## src/rtl/ptd_pkg.sv

```systemverilog
package ptd_pkg;

  typedef enum logic {
    SEL_PRESCALE = 1'b0,
    SEL_MUX      = 1'b1
  } cfg_sel_e;

  function automatic int unsigned group_of(input int unsigned ch, input int unsigned split);
    return (ch < split) ? 0 : 1;
  endfunction

endpackage

```

## src/rtl/ptd_prescaler.sv

```systemverilog
module ptd_prescaler #(
  parameter int PRE_W = 8
) (
  input  logic             clk,
  input  logic             rst_n,
  input  logic             restart,
  input  logic [PRE_W-1:0] limit,
  output logic             pulse
);

  logic [PRE_W-1:0] cnt_q;
  logic [PRE_W-1:0] cnt_d;

  always_comb begin
    pulse = (cnt_q == limit);
    cnt_d = cnt_q;
    if (restart) begin
      cnt_d = '0;
    end else if (pulse) begin
      cnt_d = '0;
    end else begin
      cnt_d = cnt_q + 1'b1;
    end
  end

  always_ff @(posedge clk or negedge rst_n) begin
    if (!rst_n) begin
      cnt_q <= '0;
    end else begin
      cnt_q <= cnt_d;
    end
  end

  // the counter never passes the programmed value
  a_r3_count_bounded: assert property (@(posedge clk) disable iff (!rst_n)
    cnt_q <= limit);

  // with a division above one the prescaler pulse is isolated
  a_r9_pre_isolated: assert property (@(posedge clk) disable iff (!rst_n)
    (pulse && !restart && limit != '0) |=> !pulse);

endmodule

```

## src/rtl/ptd_chan_div.sv

```systemverilog
module ptd_chan_div #(
  parameter int                SEL_W    = 4,
  parameter int                DIV_BASE = 1,
  parameter logic [2**SEL_W-1:0] EXT_MASK = 16'h0010
) (
  input  logic             clk,
  input  logic             rst_n,
  input  logic             restart,
  input  logic             base_pulse,
  input  logic             ext_pulse,
  input  logic [SEL_W-1:0] code,
  output logic             tick
);

  localparam int MAX_SHIFT = (2**SEL_W) - 1 + DIV_BASE;
  localparam int DCW       = MAX_SHIFT + 1;
  localparam int SHW       = $clog2(MAX_SHIFT + 1);

  logic           ext_mode;
  logic [SHW-1:0] shift;
  logic [DCW-1:0] target;
  logic           hit;
  logic [DCW-1:0] dcnt_q;
  logic [DCW-1:0] dcnt_d;
  logic           tick_q;
  logic           tick_d;

  always_comb begin
    ext_mode = EXT_MASK[code];
    shift    = SHW'(code) + SHW'(DIV_BASE);
    target   = (DCW'(1) << shift) - DCW'(1);
    hit      = base_pulse && (dcnt_q == target);
    dcnt_d   = dcnt_q;
    if (restart) begin
      dcnt_d = '0;
    end else if (!ext_mode && base_pulse) begin
      dcnt_d = hit ? '0 : dcnt_q + 1'b1;
    end
    if (restart) begin
      tick_d = 1'b0;
    end else if (ext_mode) begin
      tick_d = ext_pulse;
    end else begin
      tick_d = hit;
    end
  end

  always_ff @(posedge clk or negedge rst_n) begin
    if (!rst_n) begin
      dcnt_q <= '0;
      tick_q <= 1'b0;
    end else begin
      dcnt_q <= dcnt_d;
      tick_q <= tick_d;
    end
  end

  assign tick = tick_q;

  // a restart silences the channel for one cycle
  a_r8_restart_quiet: assert property (@(posedge clk) disable iff (!rst_n)
    restart |=> !tick);

  // post-divider count stays within the selected power of two
  a_r5_count_bounded: assert property (@(posedge clk) disable iff (!rst_n)
    dcnt_q <= target);

  // in external mode the output follows the external pulse one cycle later
  a_r6_ext_follow: assert property (@(posedge clk) disable iff (!rst_n)
    (ext_mode && !restart) |=> (tick == $past(ext_pulse)));

endmodule

```

## src/rtl/pwm_tick_divider.sv

```systemverilog
module pwm_tick_divider #(
  parameter int                NUM_CH   = 5,
  parameter int                PRE_W    = 8,
  parameter int                SEL_W    = 4,
  parameter int                DIV_BASE = 1,
  parameter logic [2**SEL_W-1:0] EXT_MASK = 16'h0010,
  parameter int                GRP0_CH  = 2,
  parameter int                DATA_W   = 32
) (
  input  logic              clk,
  input  logic              rst_n,
  input  logic              wr_en,
  input  logic              wr_sel,
  input  logic [DATA_W-1:0] wr_data,
  input  logic [1:0]        ext_tick,
  output logic [NUM_CH-1:0] tick_o
);

  import ptd_pkg::*;

  localparam int MUX_W = NUM_CH * SEL_W;

  logic rst_meta_q;
  logic rst_sync_q;
  logic rst_n_int;

  always_ff @(posedge clk or negedge rst_n) begin
    if (!rst_n) begin
      rst_meta_q <= 1'b0;
      rst_sync_q <= 1'b0;
    end else begin
      rst_meta_q <= 1'b1;
      rst_sync_q <= rst_meta_q;
    end
  end

  assign rst_n_int = rst_sync_q;

  logic [PRE_W-1:0] pre_q [2];
  logic [PRE_W-1:0] pre_d [2];
  logic [MUX_W-1:0] mux_q;
  logic [MUX_W-1:0] mux_d;
  logic             wr_pre;
  logic             wr_mux;
  logic             restart_pre;
  logic             restart_div;

  always_comb begin
    wr_pre      = wr_en && (cfg_sel_e'(wr_sel) == SEL_PRESCALE);
    wr_mux      = wr_en && (cfg_sel_e'(wr_sel) == SEL_MUX);
    restart_pre = wr_pre;
    restart_div = wr_pre || wr_mux;
    pre_d[0]    = pre_q[0];
    pre_d[1]    = pre_q[1];
    mux_d       = mux_q;
    if (wr_pre) begin
      pre_d[0] = wr_data[PRE_W-1:0];
      pre_d[1] = wr_data[2*PRE_W-1:PRE_W];
    end
    if (wr_mux) begin
      mux_d = wr_data[MUX_W-1:0];
    end
  end

  always_ff @(posedge clk or negedge rst_n_int) begin
    if (!rst_n_int) begin
      pre_q[0] <= '0;
      pre_q[1] <= '0;
      mux_q    <= '0;
    end else begin
      pre_q[0] <= pre_d[0];
      pre_q[1] <= pre_d[1];
      mux_q    <= mux_d;
    end
  end

  logic [1:0] pre_pulse;

  for (genvar g = 0; g < 2; g++) begin : g_pre
    ptd_prescaler #(
      .PRE_W (PRE_W)
    ) u_pre (
      .clk     (clk),
      .rst_n   (rst_n_int),
      .restart (restart_pre),
      .limit   (pre_q[g]),
      .pulse   (pre_pulse[g])
    );
  end

  for (genvar c = 0; c < NUM_CH; c++) begin : g_ch
    localparam int GRP = group_of(c, GRP0_CH);
    ptd_chan_div #(
      .SEL_W    (SEL_W),
      .DIV_BASE (DIV_BASE),
      .EXT_MASK (EXT_MASK)
    ) u_div (
      .clk        (clk),
      .rst_n      (rst_n_int),
      .restart    (restart_div),
      .base_pulse (pre_pulse[GRP]),
      .ext_pulse  (ext_tick[GRP]),
      .code       (mux_q[c*SEL_W +: SEL_W]),
      .tick       (tick_o[c])
    );
  end

  // nothing ticks while the internal reset is held
  always @(posedge clk) begin
    if (!rst_n_int) begin
      a_r1_reset_quiet: assert (tick_o == '0);
    end
  end

  // a prescale write is followed by a silent cycle on every channel
  a_r8_write_silence: assert property (@(posedge clk) disable iff (!rst_n_int)
    wr_pre |=> (tick_o == '0));

  // a selector write leaves the prescale word untouched
  a_r2_pre_hold: assert property (@(posedge clk) disable iff (!rst_n_int)
    (wr_mux) |=> ($stable(pre_q[0]) && $stable(pre_q[1])));

endmodule

```

## config.mk

```make
export PLATFORM = sky130hd
export DESIGN_NAME = pwm_tick_divider
export DESIGN_NICKNAME = d
export VERILOG_FILES = /design/src/rtl/ptd_pkg.sv /design/src/rtl/ptd_prescaler.sv /design/src/rtl/ptd_chan_div.sv /design/src/rtl/pwm_tick_divider.sv
export SDC_FILE = /design/constraint.sdc
export NUM_CORES = 1
export LEC_CHECK = 0
export BUFFER_PORTS_ARGS = -buffer_cell sky130_fd_sc_hd__buf_2
export CAP_MARGIN = 20
export CORE_MARGIN = 3
export CORE_UTILIZATION = 63
export CTS_CLUSTER_DIAMETER = 30
export DETAILED_ROUTE_END_ITERATION = 12
export PLACE_DENSITY = 0.81
export SYNTH_ARGS = -nofsm -noshare
export SYNTH_HDL_FRONTEND = slang
export SYNTH_SLANG_ARGS = --single-unit
```

## constraint.sdc

```tcl
create_clock -name clk -period 6.35 [get_ports clk]
set_clock_uncertainty 0.15 [all_clocks]
set_input_delay 0.9525 -clock clk [delete_from_list [all_inputs] [get_ports clk]]
set_output_delay 0.9525 -clock clk [all_outputs]
set_load 0.05 [all_outputs]
```

==> impl_results.rst <==
.. list-table::
   :header-rows: 1

   * - Metric
     - Value
   * - Average size of a mapped cell
     - 8.37 µm²
   * - Effective utilization at floorplan
     - 64.8%
   * - Area of the core
     - 15300 µm²
   * - Arrival time reported for the critical path endpoint
     - 4.74 ns
   * - Cell with the biggest individual delay on the critical path
     - or4_1
   * - Pin count of the biggest net entering global routing
     - 82
   * - Antenna-violating nets left
     - 0
   * - Final WL
     - 23100 µm
   * - Sequential fraction of design power
     - 44.0%
   * - Synthesis warning total
     - 0
   * - PostCTS Resize Cnt
     - 0
   * - Insertion delay to the later sink of the worst-skew pair
     - 0.42 ns
   * - Number of buffers on the longest clock path
     - 2
   * - Die H
     - 132 µm
   * - Setup TNS Final
     - 0 ns
   * - Total routing resource utilization after global routing
     - 26.9%
   * - Clock transition at the registers of the reported paths
     - 0.06 ns
   * - Data required, critical path
     - 6.50 ns
   * - Cell-internal power
     - 1.81 mW
   * - Slew at the pin closest to its max-slew limit
     - 0.979 ns
   * - Per-cell via count in the routed design
     - 6.41
   * - Dominant cell type by area after synthesis
     - dfrtp_1
   * - Top achievable clock speed
     - 0.218 GHz
   * - Final number of hold-violating endpoints
     - 0
   * - CP bufs+invs
     - 0
   * - Antenna Diode Count
     - 0
   * - Core utilization of the finished layout
     - 69.4%
   * - Most common cell in the synthesized netlist
     - dfrtp_1
   * - Nets
     - 1203
   * - # Max-Cap Violations
     - 0
   * - Switch share
     - 29.5%
   * - Instance count of the mapped netlist
     - 1186
   * - Dominant register cell in the synthesized netlist
     - dfrtp_1
   * - Max stage delay on crit path
     - 0.89 ns
   * - Flip-flop and latch count after synthesis
     - 144
   * - Largest fanout on the critical path
     - 27
   * - Total of buffers placed on input and output ports
     - 30
   * - Pwr per Cell Area
     - 241 nW/µm²
   * - Post-synth design cell area
     - 9930 µm²
   * - Static Leak
     - 4.61 nW
   * - Portion of synthesized cell area occupied by the leading cell type
     - 36.3%
   * - Chip Width
     - 132 µm
   * - Vias in the first global route
     - 7969
   * - Sequential area share after synthesis
     - 36.3%
   * - Die outline area
     - 17300 µm²
   * - Layout cells sized above 1
     - 10.6%
   * - Post-DR wirelength/cell
     - 16.8 µm
   * - 1st-iter DRT viols
     - 943
   * - Rows
     - 45
   * - Final setup violation count
     - 0
   * - Drt pass-1 iters
     - 5
   * - Number of library cell types mapped by synthesis
     - 74
   * - Number of levels the H-tree was split into
     - 4
   * - DPL Wire Length
     - 15400 µm
   * - Top Ports
     - 43
   * - Overall overflow remaining after global route
     - 0
   * - Async set or reset register ratio after synthesis
     - 100%
   * - Number of CTS-inserted buffers
     - 17
   * - Time the final worst path needs with I/O delays and setup
     - 4.59 ns
   * - Fillers
     - 1200
   * - IR drop worst, VDD
     - 0.209 mV
   * - Result of the run
     - complete, no violations
   * - Largest delay share family, worst path
     - simple AND/OR/NAND/NOR gates
   * - DRC violations left
     - 0
   * - Total net switching power
     - 0.754 mW
   * - CP Cell Sequence
     - or4_1 -> ha_1 -> xnor2_1 -> a21oi_1 -> or4_1 -> a2111oi_2 -> o311ai_1 -> or4_1 -> nand2_1 -> o21ai_0
   * - Number of antenna violations at the first check in global routing
     - 0
   * - Combinational share of power
     - 16.3%
   * - Clock sink total
     - 144
   * - Top cell by count, worst path
     - or4_1
   * - CTS tree
     - done
   * - Part of the power in the clock network
     - 39.7%
   * - Endpoint class of the critical path
     - flip-flop
   * - First-pass GRT wire length
     - 39300 µm
   * - Start-to-end type of the worst setup path
     - flip-flop to flip-flop
   * - Worst setup SP type
     - flip-flop
   * - Routed via count
     - 8817
   * - Final weighted congestion in routability-driven placement
     - 0.943
   * - Tightest slew margin relative to the limit
     - 34.6%
   * - Hold bufs inserted after CTS
     - 0
   * - Cell types occupying the most area after synthesis
     - dfrtp_1 (36%), nand3_1 (5.3%), mux2_2 (4.4%)
   * - Fin crit share
     - 72.3%
   * - Area grow syn2layout
     - 6.99%
   * - Setup repair after global routing missed its margin
     - false
   * - Root Buffer
     - clkbuf_16
   * - Setup Buffers After CTS
     - 0
   * - Type of the worst min-delay path
     - input pin to async pin
   * - Count of flip-flops with a built-in enable after synthesis
     - 0
   * - Top cell types by occurrence after synthesis
     - dfrtp_1 (144), nand2_1 (110), nand3_1 (106)
   * - Number of pins exceeding their max-slew limit in the final report
     - 0
[final cells by class]
class                           count  area [µm²]  share of cell area [%]
Multi-Input combinational cell    925        5820                    54.8
Inverter                           26        97.6                   0.919
Tap cell                          211         264                    2.49
Sequential cell                   144        3610                    34.0
Clock buffer                       20         457                    4.30
Timing Repair Buffer               39         238                    2.24
Clock inverter                     10         135                    1.27
[sequential cells by signal, indices dropped and copies added, names as in the netlist]
name / cells
pre_q: 16
rst_meta_q: 1
g_ch.u_div.tick: 5
g_pre.u_pre.cnt_q: 16
rst_n_int: 1
mux_q: 20
g_ch.u_div.dcnt_q: 85
[layer usage]
| layer | part of all wire [%] | track usage [%] |
|---|---|---|
| met1 | 45 | 37.2 |
| met2 | 49 | 44.2 |
| met3 | 4.6 | 3.87 |
| met4 | 1.8 | 7.88 |
| met5 | 0 | 0 |
[worst register-to-register path, delay by kind of cell (launching register included)]
| family | cells | cell delay [ns] |
|---|---|---|
| compound gates | 4 | 0.70 |
| xor+xnor | 1 | 0.27 |
| fa+ha+maj | 1 | 0.35 |
| flops | 1 | 0.60 |
| simple gates | 4 | 2.38 |
[path summary, 6_finish.rpt]
kind,cells after the start,slack [ns],from,to
min in group clk,0,0.21,rst_meta_q$_DFF_PN0_,rst_n_int$_DFF_PN0_
min reg2reg,0,0.21,rst_meta_q$_DFF_PN0_,rst_n_int$_DFF_PN0_
min,1,0.15,rst_n,rst_meta_q$_DFF_PN0_
max reg2reg,10,1.76,mux_q[18]$_DFFE_PN0P_,g_ch[4].u_div.dcnt_q[0]$_DFFE_PN0P_
max in group asynchronous,2,4.66,rst_n_int$_DFF_PN0_,g_ch[0].u_div.dcnt_q[4]$_DFFE_PN0P_
max,10,1.76,mux_q[18]$_DFFE_PN0P_,g_ch[4].u_div.dcnt_q[0]$_DFFE_PN0P_
[cells in the final DEF (no fill, tap or decap), types with 21 or more instances in the layout]
cell type / count
dfrtp_1: 143
nand2_1: 110
mux2_2: 39
inv_1: 25
and3_1: 40
xnor2_1: 28
xor2_1: 47
nor4_1: 21
nor2_1: 93
o21ai_0: 50
nand3_1: 106
a21oi_1: 52
nor3_1: 34
buf_2: 30
[through the flow]
step	cell area, µm²	instances	worst slack, ns	hold slack (ns)	total power, mW
final	10600	1375	1.76	0.149	2.56
after global routing	10600	1375	1.43	0.137	2.67
after CTS	10600	1374	1.76	0.138	2.56
after detailed placement	10000	1344	1.80	0.194	1.55
after global placement	9990	1343	1.86	0.187	1.53
after floorplan	9950	1191	1.89	0.181	1.45
[logic make-up after synthesis]
| family | after synthesis | share of synthesized area (%) |
|---|---|---|
| AO/OA/AOI/OAI | 242 | 16.3 |
| XOR/XNOR | 75 | 6.62 |
| adder cells (fa/ha/maj) | 12 | 1.51 |
| buffers and inverters | 122 | 5.23 |
| flip-flops | 144 | 36.3 |
| multiplexers | 53 | 5.84 |
| other | 1 | 0.0378 |
| AND/OR/NAND/NOR | 537 | 28.1 |
[power by group through the flow]
stage	Combinational, mW	Clock (mW)	Sequential [mW]
2_1_floorplan	0.402	0	1.05
3_3_place_gp	0.399	0	1.13
3_5_place_dp	0.410	0	1.14
4_1_cts	0.415	1.03	1.12
5_1_grt	0.466	1.06	1.14
6_report	0.418	1.02	1.13
Note: power is estimated with default switching activity, not from simulation.
